==> config.mk <==
export PLATFORM = sky130hd
export DESIGN_NAME = dest_addr_filter
export DESIGN_NICKNAME = d
export VERILOG_FILES = /design/src/rtl/addr_filter_pkg.sv /design/src/rtl/addr_filter_ctrl.sv /design/src/rtl/addr_filter_datapath.sv /design/src/rtl/dest_addr_filter.sv
export SDC_FILE = /design/constraint.sdc
export NUM_CORES = 1
export LEC_CHECK = 0
export ABC_AREA = 0
export CORE_AREA = 2 2 169 171
export DETAILED_ROUTE_END_ITERATION = 16
export DIE_AREA = 0 0 171 173
export PLACE_DENSITY_LB_ADDON = 0.08
export SLEW_MARGIN = 20
export SYNTH_ARGS = -nofsm -noshare
export SYNTH_HDL_FRONTEND = slang
export SYNTH_HIERARCHICAL = 1
export SYNTH_SLANG_ARGS = --single-unit
==> constraint.sdc <==
create_clock -name clk -period 3.6 [get_ports clk]
set_input_delay 0.9 -clock clk [delete_from_list [all_inputs] [get_ports clk]]
set_output_delay 0.9 -clock clk [all_outputs]
set_load 0.02 [all_outputs]
==> src/rtl/addr_filter_pkg.sv <==
package addr_filter_pkg;

  localparam int ADDR_BYTES  = 6;
  localparam int ADDR_W      = 8 * ADDR_BYTES;
  localparam int CRC_W       = 32;
  localparam logic [CRC_W-1:0] CRC_POLY = 32'hEDB88320;
  localparam logic [CRC_W-1:0] CRC_SEED = 32'hFFFFFFFF;
  localparam int HASH_BITS   = 6;
  localparam int WORD_W      = 32;
  localparam int TABLE_BITS  = 2 ** HASH_BITS;
  localparam int TABLE_WORDS = TABLE_BITS / WORD_W;
  localparam int TSEL_W      = (TABLE_WORDS > 1) ? $clog2(TABLE_WORDS) : 1;
  localparam int SLOT_W      = $clog2(ADDR_BYTES);
  localparam int STATION_HI_W = ADDR_W - WORD_W;

  // Strobes from the byte sequencer to the datapath
  typedef struct packed {
    logic              seed;    // byte 0 of a new address: start from CRC_SEED
    logic              shift;   // a byte is taken this cycle
    logic              finish;  // the byte taken is the last one
    logic [SLOT_W-1:0] slot;    // position of the byte being taken
  } filterStrobes_t;

  // One byte through the reflected CRC, least significant bit first
  function automatic logic [CRC_W-1:0] crcByteStep(input logic [CRC_W-1:0] crcIn,
                                                   input logic [7:0] dataIn);
    logic [CRC_W-1:0] c;
    c = crcIn;
    for (int i = 0; i < 8; i++) begin
      if (c[0] ^ dataIn[i]) c = (c >> 1) ^ CRC_POLY;
      else                  c = c >> 1;
    end
    return c;
  endfunction

endpackage

==> src/rtl/addr_filter_ctrl.sv <==
module addr_filter_ctrl
  import addr_filter_pkg::*;
(
  input  logic           clk,
  input  logic           rstN,
  input  logic           startIn,
  input  logic           byteValid,
  output filterStrobes_t strobes
);

  localparam logic [SLOT_W-1:0] LAST_SLOT = SLOT_W'(ADDR_BYTES - 1);

  logic              busy;
  logic [SLOT_W-1:0] byteCnt;
  logic              takeByte;

  always_comb begin
    takeByte       = byteValid && (startIn || busy);
    strobes.seed   = byteValid && startIn;
    strobes.shift  = takeByte;
    strobes.slot   = startIn ? '0 : byteCnt;
    strobes.finish = takeByte && !startIn && (byteCnt == LAST_SLOT);
  end

  always_ff @(posedge clk or negedge rstN) begin
    if (!rstN) begin
      busy    <= 1'b0;
      byteCnt <= '0;
    end else if (strobes.seed) begin
      busy    <= 1'b1;
      byteCnt <= SLOT_W'(1);
    end else if (takeByte) begin
      if (strobes.finish) begin
        busy    <= 1'b0;
        byteCnt <= '0;
      end else begin
        byteCnt <= byteCnt + SLOT_W'(1);
      end
    end
  end

  // a result can only close an address that was opened by a start
  a_r8_finish_needs_open: assert property (@(posedge clk) disable iff (!rstN)
    strobes.finish |-> busy);

  // a start always reopens at the second byte position
  a_r7_start_restarts: assert property (@(posedge clk) disable iff (!rstN)
    (byteValid && startIn) |=> (busy && byteCnt == SLOT_W'(1)));

  // the sequencer is closed right after the last byte
  a_r6_closed_after_last: assert property (@(posedge clk) disable iff (!rstN)
    strobes.finish |=> !busy);

  // counter never runs past the address length
  a_r8_count_bounded: assert property (@(posedge clk) disable iff (!rstN)
    byteCnt <= LAST_SLOT);

endmodule

==> src/rtl/addr_filter_datapath.sv <==
module addr_filter_datapath
  import addr_filter_pkg::*;
(
  input  logic                clk,
  input  logic                rstN,
  input  logic                stationWrEn,
  input  logic                stationWrSel,
  input  logic [WORD_W-1:0]   stationWrData,
  input  logic                hashWrEn,
  input  logic [TSEL_W-1:0]   hashWrSel,
  input  logic [WORD_W-1:0]   hashWrData,
  input  logic [7:0]          byteIn,
  input  filterStrobes_t      strobes,
  output logic                resultValid,
  output logic                acceptOut,
  output logic                exactHit,
  output logic                hashHit
);

  logic [WORD_W-1:0]       stationLo;
  logic [STATION_HI_W-1:0] stationHi;
  logic [WORD_W-1:0]       hashTable [TABLE_WORDS];
  logic [CRC_W-1:0]        crcReg;
  logic [7:0]              addrBuf [ADDR_BYTES];

  logic [CRC_W-1:0]        crcBase;
  logic [CRC_W-1:0]        crcStep;
  logic [HASH_BITS-1:0]    hashIdx;
  logic [TABLE_BITS-1:0]   tableFlat;
  logic [ADDR_W-1:0]       liveAddr;
  logic                    exactNow;
  logic                    hashNow;

  // Register programming
  always_ff @(posedge clk or negedge rstN) begin
    if (!rstN) begin
      stationLo <= '0;
      stationHi <= '0;
    end else if (stationWrEn) begin
      if (stationWrSel) stationHi <= stationWrData[WORD_W-1 -: STATION_HI_W];
      else              stationLo <= stationWrData;
    end
  end

  always_ff @(posedge clk or negedge rstN) begin
    if (!rstN) begin
      for (int w = 0; w < TABLE_WORDS; w++) hashTable[w] <= '0;
    end else if (hashWrEn) begin
      hashTable[hashWrSel] <= hashWrData;
    end
  end

  // CRC accumulation and address capture
  always_comb begin
    crcBase = strobes.seed ? CRC_SEED : crcReg;
    crcStep = crcByteStep(crcBase, byteIn);
  end

  always_ff @(posedge clk or negedge rstN) begin
    if (!rstN) begin
      crcReg <= CRC_SEED;
      for (int b = 0; b < ADDR_BYTES; b++) addrBuf[b] <= '0;
    end else if (strobes.shift) begin
      crcReg                 <= crcStep;
      addrBuf[strobes.slot]  <= byteIn;
    end
  end

  // Decision on the last byte: earlier bytes from the buffer, last one live
  generate
    for (genvar g = 0; g < TABLE_WORDS; g++) begin : g_flat
      assign tableFlat[g*WORD_W +: WORD_W] = hashTable[g];
    end
    for (genvar g = 0; g < ADDR_BYTES; g++) begin : g_addr
      if (g == ADDR_BYTES - 1) begin : g_live
        assign liveAddr[8*(ADDR_BYTES-1-g) +: 8] = byteIn;
      end else begin : g_held
        assign liveAddr[8*(ADDR_BYTES-1-g) +: 8] = addrBuf[g];
      end
    end
  endgenerate

  always_comb begin
    hashIdx  = crcStep[CRC_W-1 -: HASH_BITS];
    hashNow  = tableFlat[hashIdx];
    exactNow = (liveAddr == {stationLo, stationHi});
  end

  always_ff @(posedge clk or negedge rstN) begin
    if (!rstN) begin
      resultValid <= 1'b0;
      acceptOut   <= 1'b0;
      exactHit    <= 1'b0;
      hashHit     <= 1'b0;
    end else begin
      resultValid <= strobes.finish;
      exactHit    <= strobes.finish && exactNow;
      hashHit     <= strobes.finish && hashNow;
      acceptOut   <= strobes.finish && (exactNow || hashNow);
    end
  end

  // the result is a single-cycle pulse
  a_r6_single_pulse: assert property (@(posedge clk) disable iff (!rstN)
    resultValid |=> !resultValid);

  // flags stay quiet outside the result cycle
  a_r6_flags_quiet: assert property (@(posedge clk) disable iff (!rstN)
    !resultValid |-> !(acceptOut || exactHit || hashHit));

  // accept agrees with the two match flags
  a_r5_accept_is_or: assert property (@(posedge clk) disable iff (!rstN)
    resultValid |-> (acceptOut == (exactHit || hashHit)));

  // a result follows exactly the cycle that closed the address
  a_r6_result_follows_finish: assert property (@(posedge clk) disable iff (!rstN)
    strobes.finish |=> resultValid);

endmodule

==> src/rtl/dest_addr_filter.sv <==
module dest_addr_filter
  import addr_filter_pkg::*;
(
  input  logic              clk,
  input  logic              rstN,
  input  logic              stationWrEn,
  input  logic              stationWrSel,
  input  logic [31:0]       stationWrData,
  input  logic              hashWrEn,
  input  logic              hashWrSel,
  input  logic [31:0]       hashWrData,
  input  logic              startIn,
  input  logic              byteValid,
  input  logic [7:0]        byteIn,
  output logic              resultValid,
  output logic              acceptOut,
  output logic              exactHit,
  output logic              hashHit
);

  filterStrobes_t strobes;

  addr_filter_ctrl i_ctrl (
    .clk       (clk),
    .rstN      (rstN),
    .startIn   (startIn),
    .byteValid (byteValid),
    .strobes   (strobes)
  );

  addr_filter_datapath i_datapath (
    .clk           (clk),
    .rstN          (rstN),
    .stationWrEn   (stationWrEn),
    .stationWrSel  (stationWrSel),
    .stationWrData (stationWrData),
    .hashWrEn      (hashWrEn),
    .hashWrSel     (TSEL_W'(hashWrSel)),
    .hashWrData    (hashWrData),
    .byteIn        (byteIn),
    .strobes       (strobes),
    .resultValid   (resultValid),
    .acceptOut     (acceptOut),
    .exactHit      (exactHit),
    .hashHit       (hashHit)
  );

endmodule

==> run summary, run 1 <==
Compound-Gate Fraction of Synth Area -> 3.471%
post-synth cell types -> 59
Relative slew margins -> 41.27%
Warnings, synthesis -> 6
post-synth top area share -> 41.60%
Starting Density -> 34.84%
CP Max Fanout -> 7
DRC viols -> 0
drt total wl -> 23830 um
most frequent cell after synthesis -> mux2_2
met1 usage -> 24.86%
Via density -> 4.761
largest family of logic cells by synthesized area -> multiplexers
switch share -> 37.48%
Worst VDD drop -> 0.5308 mV
# clock sinks -> 192
share of layout cells above drive strength 1 -> 36.38%
final worst-path cycle share -> 93.11%
initial antenna violation count -> 0
largest net degree at the start of global routing -> 94
Post-synth top cells -> mux2_2 (171), dfrtp_1 (160), xnor2_1 (85)
DR iter-0 viols -> 291
clk_skew -> 0.009002 ns
Worst path slowest cell -> or4_1
Post-Syn Nets -> 845
Clk pwr share -> 16.4%
Reg power frac -> 28.0%
die span in x -> 171 um
XOR/XNOR share of the synthesized area -> 14.09%
Critical Path AT -> 3.71 ns
Die Height -> 173 um
P_sw -> 4.480 mW
crit start category -> input port
row count -> 61
I/O Pins -> 84
Core Region -> 0.02763 mm^2
Peak Freq -> 0.2983 GHz
WP data required -> 3.95 ns
Post-Syn Area -> 0.009625 mm^2
router iterations before antenna repair -> 5
die area -> 0.02958 mm^2
worst min path class -> flop to flop
CP endpoint kind -> flop
GPL Wtd Cong -> 0.8272
combinational power share -> 55.5%
CTS tree -> done
area added between synthesis and finish -> 24.66%
design area -> 0.01200 mm^2
largest area contributor in the synthesized netlist -> dfrtp_1
post-synthesis mux area share -> 22.55%
grt ovf -> 0
Worst Tran Pin Value -> 0.8788 ns
post-synthesis sequential area ratio -> 50.33%
vias post-DR -> 6170
crit path time final -> 3.352 ns
total track usage -> 16.94%
antenna-violating nets left -> 0
# setup viols final -> 0
WP buf/inv -> 2
P_leak -> 4.969 nW
max incr delay on CP -> 0.56 ns
cell-internal power -> 7.472 mW
Max Cap Viol -> 0
H-tree Lvls -> 4
filler instances -> 2648
Synth Area in Simple Gates -> 7.071%
CTS max path bufs -> 2
CTS clock-pin slew for the worst setup and hold paths -> 0.07 ns
Mapped Avg Cell Area -> 12.62 um^2
Final nets -> 987
predominant post-synthesis flop cell -> dfrtp_1
met3 Usage GRT -> 2.976%
first-pass GRT wire length -> 38770 um
Top Family by Delay on Critical Path -> XOR/XNOR gates
GR Layer Usage met2 -> 26.02%
ant diodes -> 0
post-placement cell area -> 0.01133 mm^2
RSZ-0062 raised after global routing -> false
worst hold slack -> 0.4902 ns
fin. max-slew vios -> 0
CTS Hold Bufs -> 0
post-detail-place hpwl -> 17250 um
worst skew pair latency -> 0.43 ns
TritonCTS Buffers -> 17
crit-path cells -> clkdlybuf4s50_1 > xnor2_2 > xnor3_2 > xnor2_4 > buf_6 > mux2i_1 > a32oi_1 > a311oi_1 > or4_1 > o211ai_1
synthesized-area fraction occupied by adder cells -> 0.2600%
Avg WL per Cell -> 18.39 um
cell count after synthesis -> 763
Synth Register Bits -> 192
Crit Path Class -> input port to flop
synth top area cells -> dfrtp_1 (42%), mux2_2 (20%), dfstp_2 (8.7%)
Pwr per Cell Area -> 996.0 mW/mm^2
clock root buffer -> clkbuf_16
input/output buffers -> 83
GR peak layer -> met2
Hold Fails Final Rpt -> 0
vias in the first global route -> 6793
EDFF count, synth -> 0
status -> complete, no violations
Async SR Flop Fraction -> 100.0%
-- power by group through the flow --
stage	logic, mW	registers, mW	clock network [mW]
3_3_place_gp	6.31	3.39	0
2_1_floorplan	4.56	3.26	0
6_report	6.64	3.35	1.96
5_1_grt	7.25	3.44	2.11
3_5_place_dp	6.45	3.40	0
4_1_cts	6.50	3.36	2.04
-- registers in the layout, indices dropped and copies added (netlist names), 3 cells and up --
signal / flops
i_datapath/addrBuf: 40
i_datapath/crcReg: 32
i_datapath/hashTable: 64
i_datapath/stationHi: 16
i_ctrl/byteCnt: 3
i_datapath/stationLo: 32
-- final timing paths --
kind                       slack [ns]  cells past startpoint                  endpoint                   from
setup / recovery                 0.25                     10      i_datapath/acceptOut              byteIn[1]
hold / removal                   0.49                      2     i_datapath/crcReg[12]  i_datapath/crcReg[12]
min in group asynchronous        0.55                      1  i_datapath/hashTable[60]                   rstN
setup reg to reg                 0.52                     10      i_datapath/acceptOut   i_datapath/crcReg[7]
hold reg to reg                  0.49                      2     i_datapath/crcReg[12]  i_datapath/crcReg[12]
max in group asynchronous        2.22                      2      i_datapath/crcReg[0]                   rstN
-- metrics by stage --
step	instances	util [%]	worst slack (ns)	TNS, ns	power [mW]
5_1_grt	1296	43.43	0.07121	0	12.80
4_1_cts	1292	43.21	0.03601	0	11.91
3_5_place_dp	1260	41.02	-0.4660	-1.000	9.853
2_1_floorplan	763	-	0.04022	0	7.811
3_3_place_gp	1260	41.02	-0.4144	-0.9220	9.697
6_report	1296	43.43	0.2480	0	11.95
-- routing by layer --
| metal | vias to the layer above | part of all wire (%) |
|---|---|---|
| met5 | - | 0 |
| met4 | 0 | 0.73 |
| met3 | 14 | 2.7 |
| met2 | 97 | 46 |
| met1 | 3129 | 51 |
| li1 | 2930 | - |
-- final cells by class --
type	instances	area [um^2]	share of cell area, %
Sequential cell	192	4845	40.38
Tap cell	378	473.0	3.942
Clock inverter	14	173.9	1.449
Inverter	8	30.03	0.2503
Multi-Input combinational cell	525	4603	38.36
Clock buffer	18	429.2	3.577
Timing Repair Buffer	161	1445	12.04
-- worst register-to-register path, stage by stage, from the launching register on --
cell and delay, ns:
dfstp_2 0.59, xnor2_1 0.13, nor2_1 0.20, xnor3_2 0.56
xnor2_4 0.31, buf_6 0.14, mux2i_1 0.07, a32oi_1 0.15
a311oi_1 0.12, or4_1 0.56, o211ai_1 0.18
-- what timing repair did --
| item | in CTS | in global routing |
|---|---|---|
| buffers inserted | 0 | 4 |
| setup endpoints to repair | 2 | 2 |
| pin swaps | 0 | 5 |
| gates resized for setup | 1 | 8 |
-- cell usage in the layout (no fill, tap or decap), drive strengths merged, types with 18 or more instances in the layout --
master         count
nand2             35
xor2              43
clkdlybuf4s50     80
a21oi             18
dfrtp            160
xnor2             89
dfstp             32
mux2i             20
mux2             171
clkbuf            19
buf               78
nor2              56
-- cells by family (layout without fill, tap and decap cells) --
family | Yosys count | after routing
muxes | 193 | 193
DFF | 192 | 192
and+or+nand+nor | 143 | 143
xor gates and xnor gates | 137 | 137
AOI/OAI and AO/OA | 50 | 50
buffers and inverters | 46 | 201
adders and majority gates | 2 | 2
(Power assumes the default switching activity.)
==> run 2, diff against run 1 <==
==> constraint.sdc (replaced) <==
create_clock -name clk -period 3.6 [get_ports clk]
set_input_delay 0.36 -clock clk [delete_from_list [all_inputs] [get_ports clk]]
set_output_delay 0.36 -clock clk [all_outputs]
set_load 0.02 [all_outputs]
==> run 2 against run 1 <==
Final area is 2.0% lower. Wire length rose by 0.56%. Sequential cell count is the same. First-iteration DRC count rose by 41%. Combinational power fell by 7.5%. Fmax is 7.2% higher. Hold slack lost 0.44 ns.
==> run summary, run 2 (synthesized netlist as in run 1, its figures left out) <==
Avg WL per Cell -> 18.90 um (+2.8%)
Pwr per Cell Area -> 967.9 mW/mm^2 (-2.8%)
max incr delay on CP -> 0.51 ns (-0.05 ns)
crit-path cells -> clkdlybuf4s50_1 > and2_1 > buf_12 > nor2_8 > xor2_4 > xnor3_2 > xnor2_4 > buf_4 > mux2i_1 > mux2i_1 > o211a_1 > a21oi_1 > o211ai_1
combinational power share -> 53.9% (-1.6 points)
Reg2Reg Depth -> 9 (-1)
die span in x -> 171 um (unchanged)
TNS Setup -> 0 ns (unchanged)
die area -> 0.02958 mm^2 (unchanged)
# clock sinks -> 192 (unchanged)
CTS Hold Bufs -> 0 (unchanged)
CTS max path bufs -> 2 (unchanged)
worst skew pair latency -> 0.44 ns (about the same)
Hold Fails Final Rpt -> 0 (unchanged)
Relative slew margins -> 32.44% (-8.8 points)
Total Power -> 11.38 mW (-4.8%)
Peak Freq -> 0.3198 GHz (+7.2%)
clk_skew -> 0.01213 ns (+0.003127 ns)
drt total wl -> 23960 um (+0.56%)
Worst VDD drop -> 0.4219 mV (-21%)
Critical Path AT -> 3.44 ns (-0.27 ns)
commonest non-fill, non-tap cells in the layout -> mux2_2 (171), dfrtp_1 (160), xnor2_1 (85)
design area -> 0.01176 mm^2 (-2.0%)
Starting Density -> 34.84% (unchanged)
final worst-path cycle share -> 86.86% (-6.2 points)
Via density -> 4.849 (+1.9%)
router iterations before antenna repair -> 4 (-1)
I/O Pins -> 84 (unchanged)
# Post-CTS Setup Buffers -> 0 (unchanged)
CP most frequent cell -> mux2i_1
share of layout cells above drive strength 1 -> 33.93% (-2.5 points)
input/output buffers -> 83 (unchanged)
CTS clock-pin slew for the worst setup and hold paths -> 0.08 ns (about the same)
Reg power frac -> 29.4% (+1.4 points)
total track usage -> 16.90% (-0.045 points)
vias in the first global route -> 6667 (-1.9%)
Reg with most FFs -> i_datapath/hashTable
Die Height -> 173 um (unchanged)
crit start category -> input port
# setup viols final -> 0 (unchanged)
DRC viols -> 0 (unchanged)
Worst path slowest cell -> xnor3_2
CP endpoint kind -> flop
Core Region -> 0.02763 mm^2 (unchanged)
post-placement cell area -> 0.01117 mm^2 (-1.4%)
status -> complete, no violations
H-tree Lvls -> 4 (unchanged)
crit path time final -> 3.127 ns (-0.2250 ns)
WP buf/inv -> 3 (+1)
vias post-DR -> 6149 (-0.34%)
Worst Tran Pin Value -> 1.011 ns (+0.1325 ns)
WP data required -> 3.91 ns (-0.04 ns)
Top Family by Delay on Critical Path -> XOR/XNOR gates
worst hold slack -> 0.05055 ns (-0.4396 ns)
Crit Path Class -> input port to flop
P_sw -> 4.371 mW (-2.4%)
largest registers -> i_datapath/hashTable: 64 flops, i_datapath/addrBuf: 40 flops
Clk pwr share -> 16.6% (+0.2 points)
Crit path depth -> 13 (+3)
ant diodes -> 0 (unchanged)
RSZ-0062 raised after global routing -> false
GPL Wtd Cong -> 0.8765 (+6.0%)
max reg flops -> 64 (unchanged)
initial antenna violation count -> 0 (unchanged)
post-detail-place hpwl -> 17280 um (+0.14%)
commonest non-fill, non-tap cell in the layout -> mux2_2
fin. max-slew vios -> 0 (unchanged)
grt ovf -> 0 (unchanged)
largest net degree at the start of global routing -> 104 (+11%)
clock root buffer -> clkbuf_16
switch share -> 38.41% (+0.92 points)
Post-CTS Resized -> 0 (-1)
CP Max Fanout -> 10 (+3)
final worst slack -> 0.4730 ns (+0.2250 ns)
cell-internal power -> 7.010 mW (-6.2%)
row count -> 61 (unchanged)
first-pass GRT wire length -> 38430 um (-0.87%)
Place WS -> 0.006436 ns (+0.4724 ns)
P_leak -> 4.801 nW (-3.4%)
Max Cap Viol -> 0 (unchanged)
Final nets -> 959 (-2.8%)
CTS tree -> done
dpl cells -> 1236 (-1.9%)
Layout Cells excl Fill -> 1268 (-2.2%)
TritonCTS Buffers -> 17 (unchanged)
area added between synthesis and finish -> 22.16%
fin util -> 42.56% (-0.87 points)
antenna-violating nets left -> 0 (unchanged)
DR iter-0 viols -> 410 (+41%)
worst min path class -> input port to asynchronous set/reset pin
run 2: cell count changes in the layout (fill, tap and decap cells not counted), sizes merged:
cell | before | now
buf | 78 | 50
bufinv | 2 | 0
clkinv | 3 | 6
clkdlybuf4s50 | 80 | 82
inv | 15 | 12
dlymetal6s2s | 2 | 0
clkbuf | 19 | 21
run 2: power groups by stage:
stage / registers [mW] / logic, mW / clock network, mW
final: 3.35 / 6.14 / 1.89
after global routing: 3.44 / 6.72 / 2.04
after CTS: 3.36 / 6.20 / 1.96
after detailed placement: 3.40 / 6.17 / 0
after global placement: 3.39 / 6.02 / 0
after floorplan: 3.26 / 4.53 / 0
run 2: final timing paths:
kind / start / end / slack [ns]
max: byteValid / i_datapath/acceptOut / 0.47
min: rstN / i_ctrl/busy / 0.05
max reg2reg: i_datapath/crcReg[7] / i_datapath/hashHit / 0.47
min reg2reg: i_datapath/crcReg[24] / i_datapath/crcReg[24] / 0.49
max in group asynchronous: rstN / i_datapath/addrBuf[39] / 2.64
min in group clk: i_datapath/crcReg[24] / i_datapath/crcReg[24] / 0.49
run 2: cell type report:
| type | count | area [um^2] |
|---|---|---|
| tap | 378 | 473.0 |
| timing repair buffer | 133 | 1247 |
| multi-input combinational | 525 | 4577 |
| clock inverter | 12 | 120.1 |
| inverter | 8 | 30.03 |
| clock buffer | 20 | 466.7 |
| sequential | 192 | 4845 |
| fill | 2653 | 15870 |
run 2: routing by layer:
| metal | vias up | track usage (%) | wire (um) |
|---|---|---|---|
| met1 | 3136 | 25.55 | 12190 |
| met5 | - | 0 | 0 |
| li1 | 2883 | - | - |
| met2 | 111 | 24.92 | 10720 |
| met4 | 0 | 3.849 | 267 |
| met3 | 19 | 3.204 | 778 |
run 2: worst reg2reg max path: stages, from the launching register on:
cell and delay (ns):
dfstp_2 0.59, xnor2_1 0.13, nor2_1 0.22, xor2_1 0.20, xnor2_1 0.60, mux2i_1 0.29
a32oi_1 0.27, a31oi_1 0.11, or4_1 0.43, o211ai_1 0.21
